--- src/rtl/apwm_pkg.sv ---
package apwm_pkg;

  // Outcome of the duty clamp stage.
  typedef enum logic [1:0] {
    CLAMP_NONE = 2'd0,
    CLAMP_HIGH = 2'd1,
    CLAMP_LOW  = 2'd2
  } clamp_kind_t;

  localparam int unsigned SAMPLE_W_DEF = 16;
  localparam int unsigned CNT_W_DEF    = 8;

endpackage

--- src/rtl/apwm_limit_reg.sv ---
// Holds the upper on-count L and derives the mirrored lower bound 2^CNT_W - L.
module apwm_limit_reg #(
  parameter int unsigned CNT_W       = 8,
  parameter int unsigned LIM_DEFAULT = (1 << CNT_W) - ((1 << CNT_W) / 16)
) (
  input  logic             clk,
  input  logic             rst_n,
  input  logic             wr_en,
  input  logic [CNT_W-1:0] wr_data,
  output logic [CNT_W-1:0] lim_hi_o,
  output logic [CNT_W-1:0] lim_lo_o
);

  localparam logic [CNT_W-1:0] HALF    = CNT_W'(1 << (CNT_W - 1));
  localparam logic [CNT_W-1:0] LIM_RST = CNT_W'(LIM_DEFAULT);

  logic [CNT_W-1:0] lim_q;
  logic [CNT_W-1:0] lim_d;

  // A limit below half scale would invert the clamp window; floor it.
  always_comb begin
    lim_d = lim_q;
    if (wr_en) begin
      lim_d = (wr_data < HALF) ? HALF : wr_data;
    end
  end

  always_ff @(posedge clk or negedge rst_n) begin
    if (!rst_n) begin
      lim_q <= LIM_RST;
    end else if (wr_en) begin
      lim_q <= lim_d;
    end
  end

  assign lim_hi_o = lim_q;
  assign lim_lo_o = -lim_q;  // modulo 2^CNT_W, valid because lim_q >= HALF

endmodule

--- src/rtl/apwm_duty_map.sv ---
// Maps a signed sample onto an offset-binary on-count and clamps it.
module apwm_duty_map
  import apwm_pkg::*;
#(
  parameter int unsigned SAMPLE_W = 16,
  parameter int unsigned CNT_W    = 8
) (
  input  logic [SAMPLE_W-1:0] sample_i,
  input  logic [CNT_W-1:0]    lim_hi_i,
  input  logic [CNT_W-1:0]    lim_lo_i,
  output logic [CNT_W-1:0]    duty_o,
  output clamp_kind_t         kind_o
);

  localparam int unsigned DROP_W = SAMPLE_W - CNT_W;

  logic [CNT_W-1:0] s_hi;
  logic [CNT_W-1:0] raw_duty;

  assign s_hi = sample_i[SAMPLE_W-1 -: CNT_W];
  // Adding half scale to a two's-complement value is the same as flipping its sign bit.
  assign raw_duty = {~s_hi[CNT_W-1], s_hi[CNT_W-2:0]};

  generate
    if (DROP_W > 0) begin : g_drop
      logic unused_lsbs;
      assign unused_lsbs = ^sample_i[DROP_W-1:0];
    end
  endgenerate

  always_comb begin
    duty_o = raw_duty;
    kind_o = CLAMP_NONE;
    if (raw_duty > lim_hi_i) begin
      duty_o = lim_hi_i;
      kind_o = CLAMP_HIGH;
    end else if (raw_duty < lim_lo_i) begin
      duty_o = lim_lo_i;
      kind_o = CLAMP_LOW;
    end
  end

endmodule

--- src/rtl/apwm_counter.sv ---
// Free-running period counter; flags the last cycle of each period.
module apwm_counter #(
  parameter int unsigned CNT_W = 8
) (
  input  logic             clk,
  input  logic             rst_n,
  output logic [CNT_W-1:0] cnt_nxt_o,
  output logic             last_o
);

  localparam logic [CNT_W-1:0] ONE = CNT_W'(1);

  logic [CNT_W-1:0] cnt_q;
  logic             cnt_en;

  assign cnt_en    = 1'b1;
  assign cnt_nxt_o = cnt_en ? (cnt_q + ONE) : cnt_q;
  assign last_o    = &cnt_q;

  always_ff @(posedge clk or negedge rst_n) begin
    if (!rst_n) begin
      cnt_q <= '0;
    end else if (cnt_en) begin
      cnt_q <= cnt_nxt_o;
    end
  end

endmodule

--- src/rtl/apwm_out_stage.sv ---
// Period-latched duty and clip state, plus registered waveform and frame outputs.
module apwm_out_stage #(
  parameter int unsigned CNT_W = 8
) (
  input  logic             clk,
  input  logic             rst_n,
  input  logic [CNT_W-1:0] cnt_nxt_i,
  input  logic             load_i,
  input  logic [CNT_W-1:0] duty_new_i,
  input  logic             clip_new_i,
  output logic             pwm_o,
  output logic             frame_o,
  output logic             clip_o
);

  localparam logic [CNT_W-1:0] HALF = CNT_W'(1 << (CNT_W - 1));

  logic [CNT_W-1:0] duty_q, duty_d;
  logic             clip_q, clip_d;
  logic             pwm_q, pwm_d;
  logic             frame_q, frame_d;

  always_comb begin
    duty_d  = load_i ? duty_new_i : duty_q;
    clip_d  = load_i ? clip_new_i : clip_q;
    pwm_d   = (cnt_nxt_i < duty_d);
    frame_d = (cnt_nxt_i == '0);
  end

  always_ff @(posedge clk or negedge rst_n) begin
    if (!rst_n) begin
      duty_q <= HALF;
      clip_q <= 1'b0;
    end else if (load_i) begin
      duty_q <= duty_d;
      clip_q <= clip_d;
    end
  end

  always_ff @(posedge clk or negedge rst_n) begin
    if (!rst_n) begin
      pwm_q   <= 1'b1;
      frame_q <= 1'b1;
    end else begin
      pwm_q   <= pwm_d;
      frame_q <= frame_d;
    end
  end

  assign pwm_o   = pwm_q;
  assign frame_o = frame_q;
  assign clip_o  = clip_q;

endmodule

--- src/rtl/apwm_mod_top.sv ---
module apwm_mod_top
  import apwm_pkg::*;
#(
  parameter int unsigned SAMPLE_W    = SAMPLE_W_DEF,
  parameter int unsigned CNT_W       = CNT_W_DEF,
  parameter int unsigned LIM_DEFAULT = (1 << CNT_W) - ((1 << CNT_W) / 16)
) (
  input  logic                clk,
  input  logic                rst_n,
  input  logic                in_valid,
  input  logic [SAMPLE_W-1:0] in_sample,
  input  logic                lim_we,
  input  logic [CNT_W-1:0]    lim_wdata,
  output logic                pwm_o,
  output logic                frame_o,
  output logic                clip_o
);

  logic [SAMPLE_W-1:0] sample_q;
  logic [SAMPLE_W-1:0] sample_fresh;
  logic [CNT_W-1:0]    lim_hi, lim_lo;
  logic [CNT_W-1:0]    duty_new;
  clamp_kind_t         kind;
  logic [CNT_W-1:0]    cnt_nxt;
  logic                period_last;

  // Pending-sample hold; a strobe in the loading cycle is used at once.
  assign sample_fresh = in_valid ? in_sample : sample_q;

  always_ff @(posedge clk or negedge rst_n) begin
    if (!rst_n) begin
      sample_q <= '0;
    end else if (in_valid) begin
      sample_q <= in_sample;
    end
  end

  apwm_limit_reg #(.CNT_W(CNT_W), .LIM_DEFAULT(LIM_DEFAULT)) u_limit (
    .clk      (clk),
    .rst_n    (rst_n),
    .wr_en    (lim_we),
    .wr_data  (lim_wdata),
    .lim_hi_o (lim_hi),
    .lim_lo_o (lim_lo)
  );

  apwm_duty_map #(.SAMPLE_W(SAMPLE_W), .CNT_W(CNT_W)) u_map (
    .sample_i (sample_fresh),
    .lim_hi_i (lim_hi),
    .lim_lo_i (lim_lo),
    .duty_o   (duty_new),
    .kind_o   (kind)
  );

  apwm_counter #(.CNT_W(CNT_W)) u_cnt (
    .clk       (clk),
    .rst_n     (rst_n),
    .cnt_nxt_o (cnt_nxt),
    .last_o    (period_last)
  );

  apwm_out_stage #(.CNT_W(CNT_W)) u_out (
    .clk        (clk),
    .rst_n      (rst_n),
    .cnt_nxt_i  (cnt_nxt),
    .load_i     (period_last),
    .duty_new_i (duty_new),
    .clip_new_i (kind != CLAMP_NONE),
    .pwm_o      (pwm_o),
    .frame_o    (frame_o),
    .clip_o     (clip_o)
  );

endmodule

--- config.mk ---
export PLATFORM = sky130hd
export DESIGN_NAME = apwm_mod_top
export DESIGN_NICKNAME = d
export VERILOG_FILES = /design/src/rtl/apwm_pkg.sv /design/src/rtl/apwm_limit_reg.sv /design/src/rtl/apwm_duty_map.sv /design/src/rtl/apwm_counter.sv /design/src/rtl/apwm_out_stage.sv /design/src/rtl/apwm_mod_top.sv
export SDC_FILE = /design/constraint.sdc
export NUM_CORES = 1
export LEC_CHECK = 0
export ABC_AREA = 1
export ABC_CLOCK_PERIOD_IN_PS = 8300
export BUFFER_PORTS_ARGS = -buffer_cell sky130_fd_sc_hd__buf_2
export CELL_PAD_IN_SITES_DETAIL_PLACEMENT = 0
export CELL_PAD_IN_SITES_GLOBAL_PLACEMENT = 1
export CORE_ASPECT_RATIO = 0.7
export CORE_MARGIN = 5
export CORE_UTILIZATION = 47
export DETAILED_ROUTE_END_ITERATION = 8
export GPL_TIMING_DRIVEN = 1
export PLACE_DENSITY = 0.9
export REMOVE_ABC_BUFFERS = 1
export SLEW_MARGIN = 20
export SYNTH_ARGS = -nofsm -noshare
export SYNTH_HDL_FRONTEND = slang
export SYNTH_SLANG_ARGS = --single-unit
export TNS_END_PERCENT = 5
--- constraint.sdc ---
create_clock -name clk -period 8.3 [get_ports clk]
set_input_delay 1.245 -clock clk [delete_from_list [all_inputs] [get_ports clk]]
set_output_delay 1.245 -clock clk [all_outputs]
set_load 0.02 [all_outputs]
After elaboration in Yosys (flattened, before gate mapping). Cells that the tools add are included.

Output and inout port bits: 3. Input bits: 28. Bits in registers: 43.

Magnitude comparators: 4. $add $sub $neg: 2. Reductions and logical operators: 3. Muxes and demuxes: 7. Bitwise logic cells: 1.

Operators by type and width (count): $mux W8 (4); $lt A8 B8 Y1 (2); $mux W16 (1); $add A8 B1 Y8 const B (1); $gt A8 B8 Y1 (1); $logic_not A8 Y1 (1); $lt A8 B8 Y1 const B (1); $neg A8 Y8 (1); $reduce_and A8 Y1 (1); $mux W2 (2); $reduce_bool A2 Y1 (1); $not A1 Y1 (1).

Longest topological paths before layout.
Depth in word-level cells: 7. Gate-level depth with buffers: 24. Gate-level depth less buffers: 23.

Modules after synthesis. A second synthesis with hierarchy kept.

Cell total of the unflattened synthesis: 345. Area, all modules: 2741.4 sq um.

By module, submodules not included: apwm_out_stage (area each 654.4 sq um, times used 1, cells each 69); apwm_mod_top (area each 650.6 sq um, times used 1, cells each 69); apwm_duty_map (area each 641.9 sq um, times used 1, cells each 115); apwm_limit_reg (area each 422.9 sq um, times used 1, cells each 51); apwm_counter (area each 371.6 sq um, times used 1, cells each 41).

Worst setup path after synthesis. No wires, ideal clock.

Path kind: input port to flip-flop. From: in in_valid. To: reg u_out.pwm_q (netlist: u_out.pwm_o). Setup slack: 4659 ps. Library setup time: 68 ps. Stages on the path: 17. Required time: 8232 ps. Arrival time: 3573 ps. Cell sequence: buf_6 -> mux2_2 -> ha_1 -> nand2_1 -> o21a_1 -> nand2_4 -> inv_1 -> buf_2 -> nand2_1 -> o211ai_1 -> o211ai_1 -> o21a_1 -> inv_1 -> ha_1 -> a21oi_1 -> nand2_1 -> a21oi_2.

Elaborated cells between the ends (all ways): 8.

RTL lines: from (decl) (line apwm_mod_top.sv:10) `input logic in_valid,`; $mux W16 *; named net sample_fresh[14] (line apwm_mod_top.sv:20) `logic [SAMPLE_W-1:0] sample_fresh;`; $lt A8 B8 Y1 (line apwm_duty_map.sv:37) `end else if (raw_duty < lim_lo_i) begin`; $mux W8 (line apwm_duty_map.sv:37); $mux W8 * (line apwm_duty_map.sv:34) `if (raw_duty > lim_hi_i) begin`; $mux W8 * (line apwm_out_stage.sv:24) `duty_d = load_i ? duty_new_i : duty_q;`; $lt A8 B8 Y1 * (line apwm_out_stage.sv:26) `pwm_d = (cnt_nxt_i < duty_d);`; named net u_out.pwm_d (line apwm_out_stage.sv:20) `logic pwm_q, pwm_d;`; to (signal assigned) (line apwm_out_stage.sv:45) `pwm_q <= pwm_d;`; to (decl) (line apwm_out_stage.sv:20).

The timed path passes the listed nets; every way through them passes the cells marked *. A chain may end at the register's enable or synchronous reset.

Final worst setup path. Same ends and word-level chain as after synthesis.

==> run metrics <==
Max clock buf depth=2; part of the Yosys area used for sequential elements=39.6%; post-CTS setup buffer count=0; synth unique cells=35; Crit path largest cell delay=0.32 ns; CTS root buffer=clkbuf_8; cts repair resizes=0; Detailed Routing Iterations Pass 1=4; maximum VDD drop=0.0842 mV; clock-pin slew on the worst setup and hold paths=0.07 ns; Mapped Cells=240; achievable frequency=267 MHz; Global Route Usage Sum=14.6%; H-tree Lvls=2; Setup TNS Final=0 ns; total die area=0.00609 mm^2; vias in the first global route=1517; worst min-delay path class=register to register; Row Count=20; critical path peak fanout=11; Layout area overhead=10.3%; Num Clock Sinks=34; Setup-failing EPs final=0; number of flops mapped to enable cells by yosys=0; Final #Nets=315; dpl hpwl=3.04 mm; Worst path slowest cell=ha_1; ANT nets after route=0; layout cell share with drive strength beyond 1=24.2%; Arrival @ worst endpoint=3.96 ns; Critical Path RT=8.52 ns; PortBufs=22; max-slew violations=0; skew final=0.00441 ns; Synth top area share=32.3%; DIE HEIGHT=66.8 um; hold_buf cts=0; DR WL/cell=12.3 um; Hold Fails Final Rpt=0; largest net degree at the start of global routing=35; Worst-Margin Slew=0.742 ns; Leakage=1.20 nW; Initial Utilization=49.2%; Yosys warning count=0; gr ovfl total=0; status=completed; PnR Total Power=0.000394 W; vias=1554; Seq. cell area=858 um^2; number of synthesized register bits=34; area leader, netlist=dfrtp_1; Initial DRC Count=78; critical path startpoint category=input pin; Die X=91.2 um; crit path capture type=register; area occupied by multi-input gates=0.00111 mm^2; cell chain of the critical path=buf_2, mux2i_1, inv_1, ha_1, a21oi_1, o21a_1, nand2_4, inv_1, nor2_1, o221ai_1, o21a_1, inv_1, ha_1, nand2_1, nand2_1, nand2_1, nand2_1, a21oi_2; Synth area leaders=dfrtp_1 (32%), ha_1 (13%), dfstp_2 (7.3%); number of buffers created by CTS=5; antenna violations before repair=0; P per Cell Area=165 mW/mm^2; Period minus WS final=3.74 ns; first-pass GRT wire length=7.11 mm; CTS tree=yes; Skew-Pair Late Insertion Delay=0.28 ns; hold_sp=u_out.duty_q[3]; worst setup path startpoint=in_valid; io pins=31; gp weighted congestion=0.810; Ant. Diodes=0; Via density=4.86; Residual DRC=0; CP most frequent cell=nand2_1; RSZ-0062 raised after global routing=no; Relative slew margins=50.5%; RR Startpoint=u_limit.lim_hi_o[0]; Top FF cell, synth=dfrtp_1; core area=0.00440 mm^2; asr flop ratio synth=100%; final WL=3.94 mm; Max Cap Viol=0; Final period util=45.1%; Synth Cell Area=0.00217 mm^2; Crit Path Class=input pin to register; average size of a mapped cell=9.03 um^2; fillers=425
worst max-delay path: cells and delay by family:
| family | cells | cell delay (ns) |
|---|---|---|
| mux | 1 | 0.24 |
| buf+inv | 4 | 0.68 |
| compound gates | 5 | 0.79 |
| simple gates | 6 | 0.40 |
| fa+ha+maj | 2 | 0.59 |
power by group:
| group | switching, W | internal [W] | total (W) |
|---|---|---|---|
| registers | 0.00000323 | 0.000173 | 0.000176 |
| logic | 0.0000621 | 0.0000357 | 0.0000978 |
| clock network | 0.0000619 | 0.0000582 | 0.000120 |
per-stage QoR:
step / hold slack [ns] / utilization, % / std cells / setup slack [ns] / instance area, um^2
2_1_floorplan: 0.461 / - / 235 / 4.84 / 2130
3_3_place_gp: 0.476 / 52.4 / 312 / 4.26 / 2310
3_5_place_dp: 0.483 / 52.4 / 312 / 4.25 / 2310
4_1_cts: 0.500 / 54.3 / 320 / 4.54 / 2390
5_1_grt: 0.518 / 54.3 / 320 / 4.19 / 2390
6_report: 0.494 / 54.3 / 320 / 4.56 / 2390
cell usage in the layout, fill, tap and decap left out:
| master | netlist | layout |
|---|---|---|
| inv_1 | 38 | 38 |
| nand2_1 | 35 | 35 |
| dfrtp_1 | 28 | 28 |
| ha_1 | 23 | 23 |
| buf_2 | 1 | 22 |
| nand3_1 | 14 | 14 |
| o21ai_0 | 12 | 12 |
| xor2_1 | 10 | 10 |
| nor2_1 | 9 | 9 |
| a21oi_1 | 8 | 8 |
| o211ai_1 | 6 | 6 |
| dfstp_2 | 6 | 6 |
| inv_2 | 5 | 5 |
| o21a_1 | 5 | 5 |
| clkbuf_8 | 0 | 5 |
| mux2i_1 | 4 | 4 |
| o211ai_2 | 4 | 4 |
| nand2_4 | 3 | 3 |
| nor2_2 | 3 | 3 |
| nand4_1 | 3 | 3 |
| nand3_2 | 3 | 3 |
| nand2_2 | 2 | 2 |
| o21a_2 | 2 | 2 |
| nor3_1 | 2 | 2 |
| a31oi_1 | 2 | 2 |
| clkinv_2 | 0 | 2 |
| o21ai_2 | 1 | 1 |
| nor2_4 | 1 | 1 |
| mux2_2 | 1 | 1 |
| nor3_2 | 1 | 1 |
| o221ai_1 | 1 | 1 |
| or2_2 | 1 | 1 |
| a21oi_2 | 1 | 1 |
| and2_2 | 1 | 1 |
| clkbuf_1 | 1 | 1 |
routing by layer:
metal / up-vias / track usage, % / part of all wire [%]
met5: - / 0 / 0
met4: 0 / 3.30 / 0.43
met3: 2 / 4.18 / 6.1
met2: 32 / 20.5 / 38
met1: 682 / 21.9 / 56
li1: 838 / - / -
worst paths after layout:
kind	end	slack, ns	cells after the start
min in group asynchronous	sample_q[11]	1.02	1
max in group asynchronous	u_out.duty_q[4]	6.81	1
worst max register to register	u_out.pwm_o	4.93	20
worst max-delay path	u_out.pwm_o	4.56	18
worst min register to register	u_out.duty_q[3]	0.49	1
worst min-delay path	u_out.duty_q[3]	0.49	1
cell usage after synthesis (3+ instances only):
master and instances:
nand3_2 3, o21a_1 5, ha_1 23, dfrtp_1 28, inv_1 38, nor2_1 9, nand3_1 14, o21ai_0 12
nand2_1 35, a21oi_1 8, o211ai_1 6, nand4_1 3, dfstp_2 6, nor2_2 3, o211ai_2 4, nand2_4 3
inv_2 5, xor2_1 10, mux2i_1 4
area by class of cell:
class	count	area share, %
Multi-Input combinational cell	158	46.4
Sequential cell	34	35.9
Inverter	43	6.75
Timing Repair Buffer	22	4.60
Clock buffer	6	3.04
Tap cell	55	2.88
Clock inverter	2	0.419
kinds of logic after synthesis:
group | synth area share (%)
buffers and inverters | 9.23
xor gates and xnor gates | 4.04
and+or+nand+nor | 18.2
adders and majority gates | 13.3
DFF | 39.6
muxes | 2.37
AOI/OAI and AO/OA | 13.3
registers in the layout, indices dropped and copies added (netlist names):
signal            flops
u_out.duty_q          8
u_out.clip_o          1
sample_q              8
u_out.pwm_o           1
u_out.frame_o         1
u_cnt.cnt_q           8
u_limit.lim_hi_o      7
Note: power is estimated with default switching activity, not from simulation.
